<file path="src/rtl/trig_filt_pkg.sv">
package trig_filt_pkg;
  localparam int LEN_W    = 12;
  localparam int SYNC_BIT = LEN_W;
  localparam int MODE_LO  = LEN_W + 1;
  localparam int MODE_HI  = LEN_W + 3;
  localparam int INV_BIT  = LEN_W + 4;
  localparam logic [31:0] CFG_MASK = (32'd1 << (INV_BIT + 1)) - 32'd1;

  typedef enum logic [2:0] {
    FM_BYPASS = 3'b000,
    FM_RAPID  = 3'b100,
    FM_DELAY  = 3'b101,
    FM_SLOW   = 3'b110,
    FM_SHIGH  = 3'b111
  } fmode_e;

  typedef struct packed {
    logic             inv;
    logic [2:0]       mode;
    logic             sync;
    logic [LEN_W-1:0] len;
  } fcfg_t;

  function automatic fmode_e decode_mode(input logic [2:0] raw);
    case (raw)
      3'b100:  decode_mode = FM_RAPID;
      3'b101:  decode_mode = FM_DELAY;
      3'b110:  decode_mode = FM_SLOW;
      3'b111:  decode_mode = FM_SHIGH;
      default: decode_mode = FM_BYPASS;
    endcase
  endfunction
endpackage

</file>
<file path="src/rtl/trig_filt_sync.sv">
module trig_filt_sync #(
  parameter int STAGES = 2
) (
  input  logic clk,
  input  logic rst_n,
  input  logic sync_en,
  input  logic d,
  output logic q
);
  logic [STAGES-1:0] chain_q;
  logic [STAGES-1:0] chain_d;

  generate
    if (STAGES == 1) begin : g_one
      assign chain_d = d;
    end else begin : g_many
      assign chain_d = {chain_q[STAGES-2:0], d};
    end
  endgenerate

  always_ff @(posedge clk or negedge rst_n) begin
    if (!rst_n) chain_q <= '0;
    else        chain_q <= chain_d;
  end

  assign q = sync_en ? chain_q[STAGES-1] : d;
endmodule

</file>
<file path="src/rtl/trig_filt_cfg.sv">
module trig_filt_cfg
  import trig_filt_pkg::*;
(
  input  logic        clk,
  input  logic        rst_n,
  input  logic        we,
  input  logic [31:0] wdata,
  output logic [31:0] rdata,
  output fcfg_t       cfg
);
  fcfg_t cfg_q;
  fcfg_t cfg_d;

  always_comb begin
    cfg_d = cfg_q;
    if (we) begin
      cfg_d.len  = wdata[LEN_W-1:0];
      cfg_d.sync = wdata[SYNC_BIT];
      cfg_d.mode = wdata[MODE_HI:MODE_LO];
      cfg_d.inv  = wdata[INV_BIT];
    end
  end

  always_ff @(posedge clk or negedge rst_n) begin
    if (!rst_n) cfg_q <= '0;
    else        cfg_q <= cfg_d;
  end

  always_comb begin
    rdata                   = '0;
    rdata[LEN_W-1:0]        = cfg_q.len;
    rdata[SYNC_BIT]         = cfg_q.sync;
    rdata[MODE_HI:MODE_LO]  = cfg_q.mode;
    rdata[INV_BIT]          = cfg_q.inv;
  end

  assign cfg = cfg_q;
endmodule

</file>
<file path="src/rtl/trig_filt_core.sv">
module trig_filt_core
  import trig_filt_pkg::*;
(
  input  logic             clk,
  input  logic             rst_n,
  input  logic             clr,
  input  fmode_e           mode,
  input  logic [LEN_W-1:0] len,
  input  logic             inv,
  input  logic             sel,
  output logic             dout
);
  logic             lvl_q, lvl_d;
  logic [LEN_W-1:0] cnt_q, cnt_d;
  logic [LEN_W-1:0] thr;
  logic [LEN_W:0]   cnt_inc;
  logic             fast;

  assign thr     = (len == '0) ? LEN_W'(1) : len;
  assign cnt_inc = {1'b0, cnt_q} + (LEN_W+1)'(1);
  assign fast    = ((mode == FM_SLOW) && sel) || ((mode == FM_SHIGH) && !sel);

  always_comb begin
    lvl_d = lvl_q;
    cnt_d = cnt_q;
    if (clr) begin
      cnt_d = '0;
    end else begin
      case (mode)
        FM_BYPASS: begin
          lvl_d = sel;
          cnt_d = '0;
        end
        FM_RAPID: begin
          if (cnt_q != '0) begin
            cnt_d = cnt_q - LEN_W'(1);
          end else if (sel != lvl_q) begin
            lvl_d = sel;
            cnt_d = len;
          end
        end
        default: begin
          if (sel == lvl_q) begin
            cnt_d = '0;
          end else if (fast || (cnt_inc >= {1'b0, thr})) begin
            lvl_d = sel;
            cnt_d = '0;
          end else begin
            cnt_d = cnt_inc[LEN_W-1:0];
          end
        end
      endcase
    end
  end

  always_ff @(posedge clk or negedge rst_n) begin
    if (!rst_n) begin
      lvl_q <= 1'b0;
      cnt_q <= '0;
    end else begin
      lvl_q <= lvl_d;
      cnt_q <= cnt_d;
    end
  end

  assign dout = ((mode == FM_BYPASS) ? sel : lvl_q) ^ inv;


  cnt_bound_chk: assert property (@(posedge clk) disable iff (!rst_n)
    (mode != FM_BYPASS) |-> (cnt_q <= len));


  rapid_lockout_chk: assert property (@(posedge clk) disable iff (!rst_n)
    (mode == FM_RAPID && cnt_q != '0 && !clr) |=> $stable(lvl_q));


  delay_hold_chk: assert property (@(posedge clk) disable iff (!rst_n)
    (mode == FM_DELAY && !clr && sel == lvl_q) |=> $stable(lvl_q));


  slow_rise_chk: assert property (@(posedge clk) disable iff (!rst_n)
    (mode == FM_SLOW && !clr && sel && !lvl_q) |=> lvl_q);


  shigh_fall_chk: assert property (@(posedge clk) disable iff (!rst_n)
    (mode == FM_SHIGH && !clr && !sel && lvl_q) |=> !lvl_q);
endmodule

</file>
<file path="src/rtl/trig_filt.sv">
module trig_filt
  import trig_filt_pkg::*;
#(
  parameter int SYNC_STAGES = 2
) (
  input  logic        clk,
  input  logic        rst_n,
  input  logic        cfg_we,
  input  logic [31:0] cfg_wdata,
  output logic [31:0] cfg_rdata,
  input  logic        din,
  output logic        dout
);
  fcfg_t  cfg;
  fmode_e mode;
  logic   sel;

  trig_filt_cfg u_cfg (
    .clk   (clk),
    .rst_n (rst_n),
    .we    (cfg_we),
    .wdata (cfg_wdata),
    .rdata (cfg_rdata),
    .cfg   (cfg)
  );

  assign mode = decode_mode(cfg.mode);

  trig_filt_sync #(.STAGES(SYNC_STAGES)) u_sync (
    .clk     (clk),
    .rst_n   (rst_n),
    .sync_en (cfg.sync),
    .d       (din),
    .q       (sel)
  );

  trig_filt_core u_core (
    .clk   (clk),
    .rst_n (rst_n),
    .clr   (cfg_we),
    .mode  (mode),
    .len   (cfg.len),
    .inv   (cfg.inv),
    .sel   (sel),
    .dout  (dout)
  );


  cfg_readback_chk: assert property (@(posedge clk) disable iff (!rst_n)
    cfg_we |=> (cfg_rdata == ($past(cfg_wdata) & CFG_MASK)));
endmodule

</file>
<file path="config.mk">
export PLATFORM = sky130hd
export DESIGN_NAME = trig_filt
export DESIGN_NICKNAME = d
export VERILOG_FILES = /design/src/rtl/trig_filt_pkg.sv /design/src/rtl/trig_filt_sync.sv /design/src/rtl/trig_filt_cfg.sv /design/src/rtl/trig_filt_core.sv /design/src/rtl/trig_filt.sv
export SDC_FILE = /design/constraint.sdc
export NUM_CORES = 1
export LEC_CHECK = 0
export CORE_ASPECT_RATIO = 0.75
export CORE_MARGIN = 2
export CORE_UTILIZATION = 58
export CTS_BUF_LIST = sky130_fd_sc_hd__clkbuf_4 sky130_fd_sc_hd__clkbuf_8 sky130_fd_sc_hd__clkbuf_16
export DETAILED_ROUTE_END_ITERATION = 12
export DONT_BUFFER_PORTS = 1
export HOLD_SLACK_MARGIN = 0.03
export PLACE_DENSITY = 0.79
export SETUP_SLACK_MARGIN = 0.15
export SLEW_MARGIN = 10
export SYNTH_ARGS = -nofsm -noshare
export SYNTH_HDL_FRONTEND = slang
export SYNTH_HIERARCHICAL = 1
export SYNTH_SLANG_ARGS = --single-unit
</file>
<file path="constraint.sdc">
create_clock -name clk -period 3.1 [get_ports clk]
set_input_delay 0.62 -clock clk [delete_from_list [all_inputs] [get_ports clk]]
set_output_delay 0.62 -clock clk [all_outputs]
set_load 0.02 [all_outputs]
</file>
==> impl_metrics.ini, run 1 <==
[route]
drc = 0
dr_wl_met2_um = 2508
routedWlPerCell_um = 17.06
wl_um = 5493
drtIter0Drc = 190
drt-pass1-iter-count = 5
wl_met1_um = 2356
vias = 1923
routed.top_layer = met4
antenna_left = 0
viasPerCell = 5.972
dr_wl_met3_um = 556

[timing]
finalCriticalPeriod_ps = 2875
max_clock_freq_mhz = 347.8
finalWorstSetupSlack_ps = 224.7
hold_violations = 0
fin_worst_skew_ps = 8.797
rsz0062_at_grt = false
setup_viol = 0
slew_viol_final = 0
min_period_over_period_pct = 92.75
setup_tns_ps = 0
whs_ps = 158.8
relSlewSlack_pct = 62.47
worst_pin_slew_ps = 561.0

[placement]
port_buffers = 0
gp_congestion = 0.8817
post-dp-hpwl_um = 3937
dpl_worst_slack_ps = 132.7
dp.cells = 309

[global_route]
grt_overflow = 0
grtUsageTotal_pct = 24.24
antenna_found_initial = 0
grt_pass1_vias = 1801
grt_start_max_net_pins = 33
grt_pass1_wl_um = 8832

[layout]
nets = 317
register_area_um2 = 800.8
n_fill_cell = 316
multiInputGateArea_um2 = 1503
diodes = 0
final_util_pct = 66.91
drive_gt1_share_pct = 28.84
layout.cells.non_filler = 322
area_growth_pct = 8.822

[power]
p_comb_share_pct = 62.9
power.net_switching_mw = 1.294
power_density_nw_per_um2 = 1028
p_int_mw = 1.546
power.leakage_nw = 1.319
peakVddDrop_mv = 0.5629
power.share.switching_pct = 45.57
p_seq_share_pct = 21.7
clkPwrFrac_pct = 15.5

[critical_path]
timing_worst_setup_path_type = reg2reg
crit_start = u_core/cnt_q[6]
r2r_start = u_core/cnt_q[6]
worstPathMaxFanout = 4
critical_path_required_ps = 3270
crit_arrival_ps = 3050
cp-start-kind = flip-flop
end_kind = flip-flop

[clock_tree]
clkLatencyLatePin_ps = 290
htreeDepth = 2
cts_tree = yes
cts_root_buffer = clkbuf_8
clock-sinks = 32
cts_buffers = 5
clk_path_buf_depth = 2
cts.clk_slew.worst_paths_ps = 70

[synthesis]
yosys-top-cells-area = dfrtp_1 (32%), buf_4 (9.5%), ha_1 (7.4%)
synthCells = 262
avgSynthCellArea_um2 = 9.690
synth_cell_type_count = 48
synthMuxAreaShare_pct = 10.84
ys_async_sr_fraction_pct = 100.0
yosys_warnings = 6
yosysSeqAreaShare_pct = 31.54
synth_compound_area_share_pct = 13.50
synthTopCellsByCount = buf_4 (32), dfrtp_1 (32), nor2_1 (16)
syn-cell-area_um2 = 2539
yosysTopAreaCell = dfrtp_1
synth_top_family_by_area = buffers and inverters
synthSimpleGateAreaFrac_pct = 14.79
ys.flop_type = dfrtp_1
synth_top_area_share_pct = 31.54
yosys.area_share.xor_xnor_pct = 6.900
synth-edff-count = 0
ys_ff_latch = 32
synth_fa_ha_area_share_pct = 7.393

[outcome]
status = finished, final reports clean

[floorplanning]
dieHeight_um = 61.30
coreArea_um2 = 4129
die_w_um = 80.40
die_area_um2 = 4928
rows = 20
start_util_pct = 61.48
num_io_pins = 69

[min_path]
worst_hold_path_type = in2async

[job]
maxCapViolations = 0
-- kinds of logic (layout without fill, tap and decap cells) --
group,Yosys count,in the layout
and+or+nand+nor,70,70
muxes,21,21
AOI/OAI and AO/OA,45,45
DFF,32,32
buffers and inverters,58,49
other,1,15
adders and majority gates,15,15
xor gates and xnor gates,20,20
-- power by group through the flow --
stage / clock network, mW / logic [mW] / registers, mW
final: 0.440 / 1.79 / 0.615
after floorplan: 0 / 1.37 / 0.595
after global routing: 0.458 / 1.95 / 0.626
after detailed placement: 0 / 1.63 / 0.619
after CTS: 0.448 / 1.68 / 0.611
after global placement: 0 / 1.60 / 0.614
-- final cells by class --
cell class | count | share of cell area, %
multi-input combinational | 186 | 54.39
sequential | 32 | 28.99
timing repair buffer | 26 | 7.518
clock buffer | 7 | 3.487
tap | 55 | 2.491
inverter | 15 | 2.038
clock inverter | 1 | 1.087
-- critical path, stage by stage, from the launching register on --
cell and delay, ps:
dfrtp_1 380, nand2_1 120, nor2_2 50, and3_4 180, nor2b_2 160, xnor2_1 210
inv_1 120, ha_4 250, nor2b_1 130, or4_4 520, a31oi_4 230, a211oi_2 110
mux2_2 290
-- layout by cell type (no fill, tap or decap), types with 7 or more instances in the layout --
cell      count
clkbuf_8      7
nand3_1       7
inv_1        15
o21ai_0      10
xnor2_1      15
conb_1       15
dfrtp_1      32
ha_1         12
mux2_4       11
mux2_2        8
buf_4        25
nand2_1      13
nor2_1       15
-- stage by stage --
stage               cell area, um2  power [mW]
floorplan                     2614       1.970
global placement              2512       2.217
detailed placement            2512       2.252
CTS                           2674       2.743
global route                  2763       3.033
finish                        2763       2.840
-- flip-flops by register name (all words and copies together) (netlist names) --
name	cells
u_cfg/cfg	17
u_core/cnt_q	12
u_sync/chain_q	2
u_core/lvl_q	1
-- final timing paths --
kind	slack, ps	endpoint	depth (start not counted)
min	160	u_core/cnt_q[3]	1
max in group asynchronous	2770	u_core/cnt_q[0]	1
max reg2reg	220	u_core/lvl_q	12
min reg2reg	340	u_sync/chain_q[1]	0
max	220	u_core/lvl_q	12
min in group clk	340	u_sync/chain_q[1]	0
-- layer usage --
layer | global-route usage (%) | up-vias
li1 | - | 886
met1 | 33.86 | 916
met2 | 38.10 | 110
met3 | 6.012 | 11
met4 | 7.022 | 0
met5 | 0 | -
-- timing repair --
action / 4_1_cts / 5_1_grt
resized for setup: 2 / 11
pin swaps: 0 / 1
endpoints found under the setup margin: 5 / 13
buffers inserted: 1 / 3
hold buffers: 1 / 0
gates cloned: 0 / 0
hold endpoints to repair: 32 / 0
Note: power is estimated with default switching activity, not from simulation.
==> inputs of run 2 (changes only) <==
==> constraint.sdc (replaced) <==
create_clock -name clk -period 2.4 [get_ports clk]
set_input_delay 0.48 -clock clk [delete_from_list [all_inputs] [get_ports clk]]
set_output_delay 0.48 -clock clk [all_outputs]
set_load 0.02 [all_outputs]
==> run 2 against run 1 <==
The flow now finishes with violations (negative setup slack). Via count is 6.1% higher. Sequential power rose by 22%. Clock power grew 4.8%. Core utilization up 7.8 points. Largest power group unchanged.
==> impl_metrics.ini, run 2 (synthesis results as in run 1) <==
[outcome]
status = finished, violations left
violations = negative setup slack

[placement]
placed_cell_area_um2 = 2771
port_buffers = 0
gp_congestion = 0.9003
dpl_worst_slack_ps = -401.3
dp.cells = 334
post-dp-hpwl_um = 4569

[timing]
rsz0062_at_grt = true
setup_tns_ps = -3025
relSlewSlack_pct = 64.23
fin_worst_skew_ps = 9.919
whs_ps = 224.5
finalCriticalPeriod_ps = 2723
max_clock_freq_mhz = 367.2
setup_viol = 13
slew_viol_final = 0
hold_violations = 0
min_period_over_period_pct = 113.5
finalWorstSetupSlack_ps = -323.1
worst_pin_slew_ps = 534.7

[route]
vias = 2040
wl_um = 6543
viasPerCell = 5.812
drtIter0Drc = 187
antenna_left = 0
routedWlPerCell_um = 18.64
drt-pass1-iter-count = 4
drc = 0

[critical_path]
worstPathMaxFanout = 4
critical_path_required_ps = 2570
cp-start-kind = flip-flop
end_kind = flip-flop
timing_worst_setup_path_type = reg2reg
crit_arrival_ps = 2890

[layout]
final_common_cell = buf_4
n_fill_cell = 286
nets = 346
final_cell_mix = buf_4 (49), dfrtp_1 (32), conb_1 (15)
final_util_pct = 74.70
drive_gt1_share_pct = 39.86
layout.cells.non_filler = 351
area_growth_pct = 21.49
largest_reg_flops = 17
diodes = 0
stdcell_area_um2 = 3084

[power]
peakVddDrop_mv = 0.9181
finalPower_mw = 3.978
power_density_nw_per_um2 = 1290
p_comb_share_pct = 69.5
power.share.switching_pct = 46.40
power.leakage_nw = 1.487
power.net_switching_mw = 1.846
p_int_mw = 2.132
p_seq_share_pct = 18.9
clkPwrFrac_pct = 11.6

[global_route]
grt_pass1_wl_um = 9377
grt_overflow = 0
antenna_found_initial = 0
grt_pass1_vias = 1967
grtUsageTotal_pct = 25.96
grt_start_max_net_pins = 33

[floorplanning]
start_util_pct = 61.48
rows = 20
num_io_pins = 69
die_w_um = 80.40
die_area_um2 = 4928
coreArea_um2 = 4129
dieHeight_um = 61.30

[min_path]
worst_hold_path_type = in2reg

[job]
maxCapViolations = 0

[clock_tree]
cts_root_buffer = clkbuf_8
cts.clk_slew.worst_paths_ps = 70
htreeDepth = 2
clock-sinks = 32
clkLatencyLatePin_ps = 290
clk_path_buf_depth = 2
cts_buffers = 5
cts_tree = yes
## run 2: changes by cell type in the layout (fill, tap and decap cells not counted), moves of 3 or more
cell / change
buf_4: +24
buf_6: +4
xnor2_1: -3
xnor2_2: +3
## run 2: area by class of cell
cell class	count	area, um2	share of cell area (%)
clock buffers	8	97.59	3.164
inverters	15	56.30	1.826
well taps	55	68.82	2.231
repair buffers	55	442.9	14.36
multi-input cells	186	1618	52.45
flip-flops and latches	32	800.8	25.96
## run 2: layer usage
metal	up-vias	wire [um]	track usage, %
met5	-	0	0
met4	0	120	9.685
met3	14	406	5.572
met2	82	3297	44.05
met1	1003	2718	33.40
li1	941	-	-
## run 2: final timing paths
kind | startpoint | to | slack, ps | cells past startpoint
worst max-delay path | u_core/cnt_q[0] | u_core/lvl_q | -320 | 12
min in group asynchronous | rst_n | u_core/cnt_q[0] | 630 | 2
worst min-delay path | din | u_sync/chain_q[0] | 220 | 0
max in group asynchronous | rst_n | u_cfg/cfg[6] | 1580 | 2
worst max register to register | u_core/cnt_q[0] | u_core/lvl_q | -320 | 12
worst min register to register | u_sync/chain_q[0] | u_sync/chain_q[1] | 370 | 0
## run 2: worst max-delay path, stage by stage, from the launching register on
cell	delay [ps]
dfrtp_1	400
ha_2	210
and2_4	170
nand3_4	100
xor2_4	170
inv_2	60
ha_4	210
a21oi_2	140
nor2b_1	60
or4_4	430
a31oi_4	220
a211oi_2	110
mux2_4	300
## run 2: power by group through the flow
stage | clock (mW) | sequential, mW | combinational, mW
after global placement | 0 | 0.744 | 2.33
final | 0.461 | 0.750 | 2.77
after CTS | 0.466 | 0.745 | 2.55
after floorplan | 0 | 0.773 | 1.83
after global routing | 0.497 | 0.767 | 2.96
after detailed placement | 0 | 0.752 | 2.43
## run 2: repair_timing
action / CTS / global route
hold buffers: 2 / 0
setup endpoints to repair: 13 / 14
buffers inserted: 4 / 3
hold endpoints to repair: 32 / 0
pin swaps: 10 / 12
gates resized for setup: 9 / 16
==> inputs of run 3 (changes only) <==
--- a/config.mk
+++ b/config.mk
@@ -5,9 +5,11 @@
 export SDC_FILE = /design/constraint.sdc
 export NUM_CORES = 1
 export LEC_CHECK = 0
+export CELL_PAD_IN_SITES_DETAIL_PLACEMENT = 1
+export CELL_PAD_IN_SITES_GLOBAL_PLACEMENT = 2
 export CORE_ASPECT_RATIO = 0.75
 export CORE_MARGIN = 2
-export CORE_UTILIZATION = 58
+export CORE_UTILIZATION = 35
 export CTS_BUF_LIST = sky130_fd_sc_hd__clkbuf_4 sky130_fd_sc_hd__clkbuf_8 sky130_fd_sc_hd__clkbuf_16
 export DETAILED_ROUTE_END_ITERATION = 12
 export DONT_BUFFER_PORTS = 1
==> run 3 against run 2 <==
The flow still finishes with violations (negative setup slack). Die area up 61%. Clock skew down 0.87 ps. Clock-buffer cell count down 2. Setup slack worse by 16 ps. Combinational power down 5%. Cell count up 11%. Routed wire length up 7.9%. Clock power down 2%. Via count down 2.5%. Sequential cell count unchanged. Sequential share of layout area about the same.
==> impl_metrics.ini, run 3 (synthesis results as in run 1) <==
[global_route]
grt_pass1_wl_um = 11500
antenna_found_initial = 0
grtUsageTotal_pct = 19.02
use_met1_pct = 27.25
grt.busiest_layer = met2
gr-usage-met2_pct = 30.00
grt_pass1_vias = 2135
grt_util_met3_pct = 3.874
grt_start_max_net_pins = 33
grt_overflow = 0

[layout]
area_growth_pct = 21.73
layout.cells.non_filler = 390
nets = 342
drive_gt1_share_pct = 39.38
largest_reg_flops = 17
final_cell_mix = buf_4 (47), dfrtp_1 (30), conb_1 (15), nor2_1 (15), inv_1 (14)
multiInputGateArea_um2 = 1610
final_common_cell = buf_4
stdcell_area_um2 = 3090
n_fill_cell = 790
register_area_um2 = 803.3
diodes = 0

[outcome]
violations = negative setup slack
status = finished, violations left

[critical_path]
rrSetupSlack_ps = -340
timing_worst_setup_path_type = reg2reg
critical_path_required_ps = 2570
end_kind = flip-flop
worstReg2RegEnd = u_core/lvl_q
crit_arrival_ps = 2910
r2r_cells = 12
r2r_start = u_core/cnt_q[1]
worstPathMaxFanout = 4
cp-start-kind = flip-flop

[floorplanning]
die_w_um = 102.3
start_util_pct = 36.64
dieHeight_um = 77.76
coreArea_um2 = 6929
rows = 26
num_io_pins = 69
die_area_um2 = 7957

[placement]
dp.cells = 379
dpl_worst_slack_ps = -415.9
placed_cell_area_um2 = 2840
port_buffers = 0
gp_congestion = 0.8820
post-dp-hpwl_um = 5366

[min_path]
worst_hold_path_type = in2reg
whs_path_depth = 0
worstHoldStart = din
holdPathEnd = u_sync/chain_q[0]

[route]
viasPerCell = 5.103
vias = 1990
wl_um = 7057
drtIter0Drc = 68
drc = 0
drt-pass1-iter-count = 4
routedWlPerCell_um = 18.09
antenna_left = 0

[power]
power.leakage_nw = 1.451
power_density_nw_per_um2 = 1237
peakVddDrop_mv = 0.7281

[clock_tree]
clk_path_buf_depth = 2
cts_root_buffer = clkbuf_8
cts_tree = yes
clock-sinks = 32
cts_buffers = 5
htreeDepth = 2
cts.clk_slew.worst_paths_ps = 70
clkLatencyLatePin_ps = 290

[timing]
setup_viol = 13
slew_viol_final = 0
finalWorstSetupSlack_ps = -338.9
hold_violations = 0
max_clock_freq_mhz = 365.1
relSlewSlack_pct = 64.97
min_period_over_period_pct = 114.1
fin_worst_skew_ps = 9.053
finalCriticalPeriod_ps = 2739
worst_pin_slew_ps = 523.7
rsz0062_at_grt = true
whs_ps = 216.3

[job]
maxCapViolations = 0
run 3: cell types whose count changed in the layout (fill, tap and decap cells not counted), moves of 2 or more:
cell / previous run / this run
clkinv_2: 0 / 2
buf_6: 4 / 2
buf_4: 49 / 47
dfrtp_2: 0 / 2
and2_1: 4 / 2
clkbuf_4: 2 / 0
nor3_2: 0 / 2
dfrtp_1: 32 / 30
and2_4: 1 / 3
run 3: how the worst max path moves through the flow:
stage	from	depth (start not counted)	endpoint	slack [ps]
final	u_core/cnt_q[1]	12	u_core/lvl_q	-340
after global routing	u_core/cnt_q[1]	10	u_core/lvl_q	-410
after CTS	u_core/cnt_q[1]	12	u_core/lvl_q	-360
after detailed placement	u_core/cnt_q[0]	12	u_core/cnt_q[10]	-420
after global placement	u_core/cnt_q[0]	12	u_core/cnt_q[10]	-380
after floorplan	u_core/cnt_q[4]	13	u_core/lvl_q	-350
run 3: report_power, final:
part | total [mW] | switching, mW | leakage [nW] | internal [mW]
logic | 2.62 | 1.49 | 1.00 | 1.14
clock network | 0.451 | 0.222 | 0.0510 | 0.229
registers | 0.750 | 0.0936 | 0.396 | 0.656
total | 3.82 | 1.80 | 1.45 | 2.02
run 3: through the flow:
stage | utilization (%) | power [mW] | setup TNS (ps)
4_1_cts | 43.30 | 3.722 | -3705
3_5_place_dp | 40.99 | 3.185 | -4314
3_3_place_gp | 40.99 | 3.130 | -4064
2_1_floorplan | - | 2.608 | -1802
5_1_grt | 44.60 | 4.166 | -4605
6_report | 44.60 | 3.824 | -3422
run 3: worst max-delay path, cell delays in order (launching register included):
cell and delay, ps:
dfrtp_1 400, ha_2 210, and2_4 180, nand3_4 90, xor2_4 180, inv_2 60, ha_4 210, a21oi_2 130
nor2b_1 70, or4_4 450, a31oi_4 220, a211oi_2 110, mux2_4 300
run 3: what timing repair did:
action,4_1_cts,5_1_grt
hold endpoints to repair,32,0
endpoints found under the setup margin,14,14
hold buffers,2,0
cloned,0,0
resized for setup,10,15
pin swaps,1,8
buffers inserted,0,1
run 3: area by class of cell:
cell class                      instances  area share, %
Inverter                               15          1.822
Clock inverter                          2         0.3239
Sequential cell                        32          25.99
Tap cell                               98          3.968
Multi-Input combinational cell        186          52.11
Timing Repair Buffer                   51          13.12
Clock buffer                            6          2.672
run 3: metal layers:
metal | share of wire [%] | vias up | wire [um]
met2 | 47 | 45 | 3338
met3 | 4.0 | 4 | 284
met5 | 0 | - | 0
li1 | - | 938 | -
met1 | 48 | 1003 | 3411
met4 | 0.33 | 0 | 23
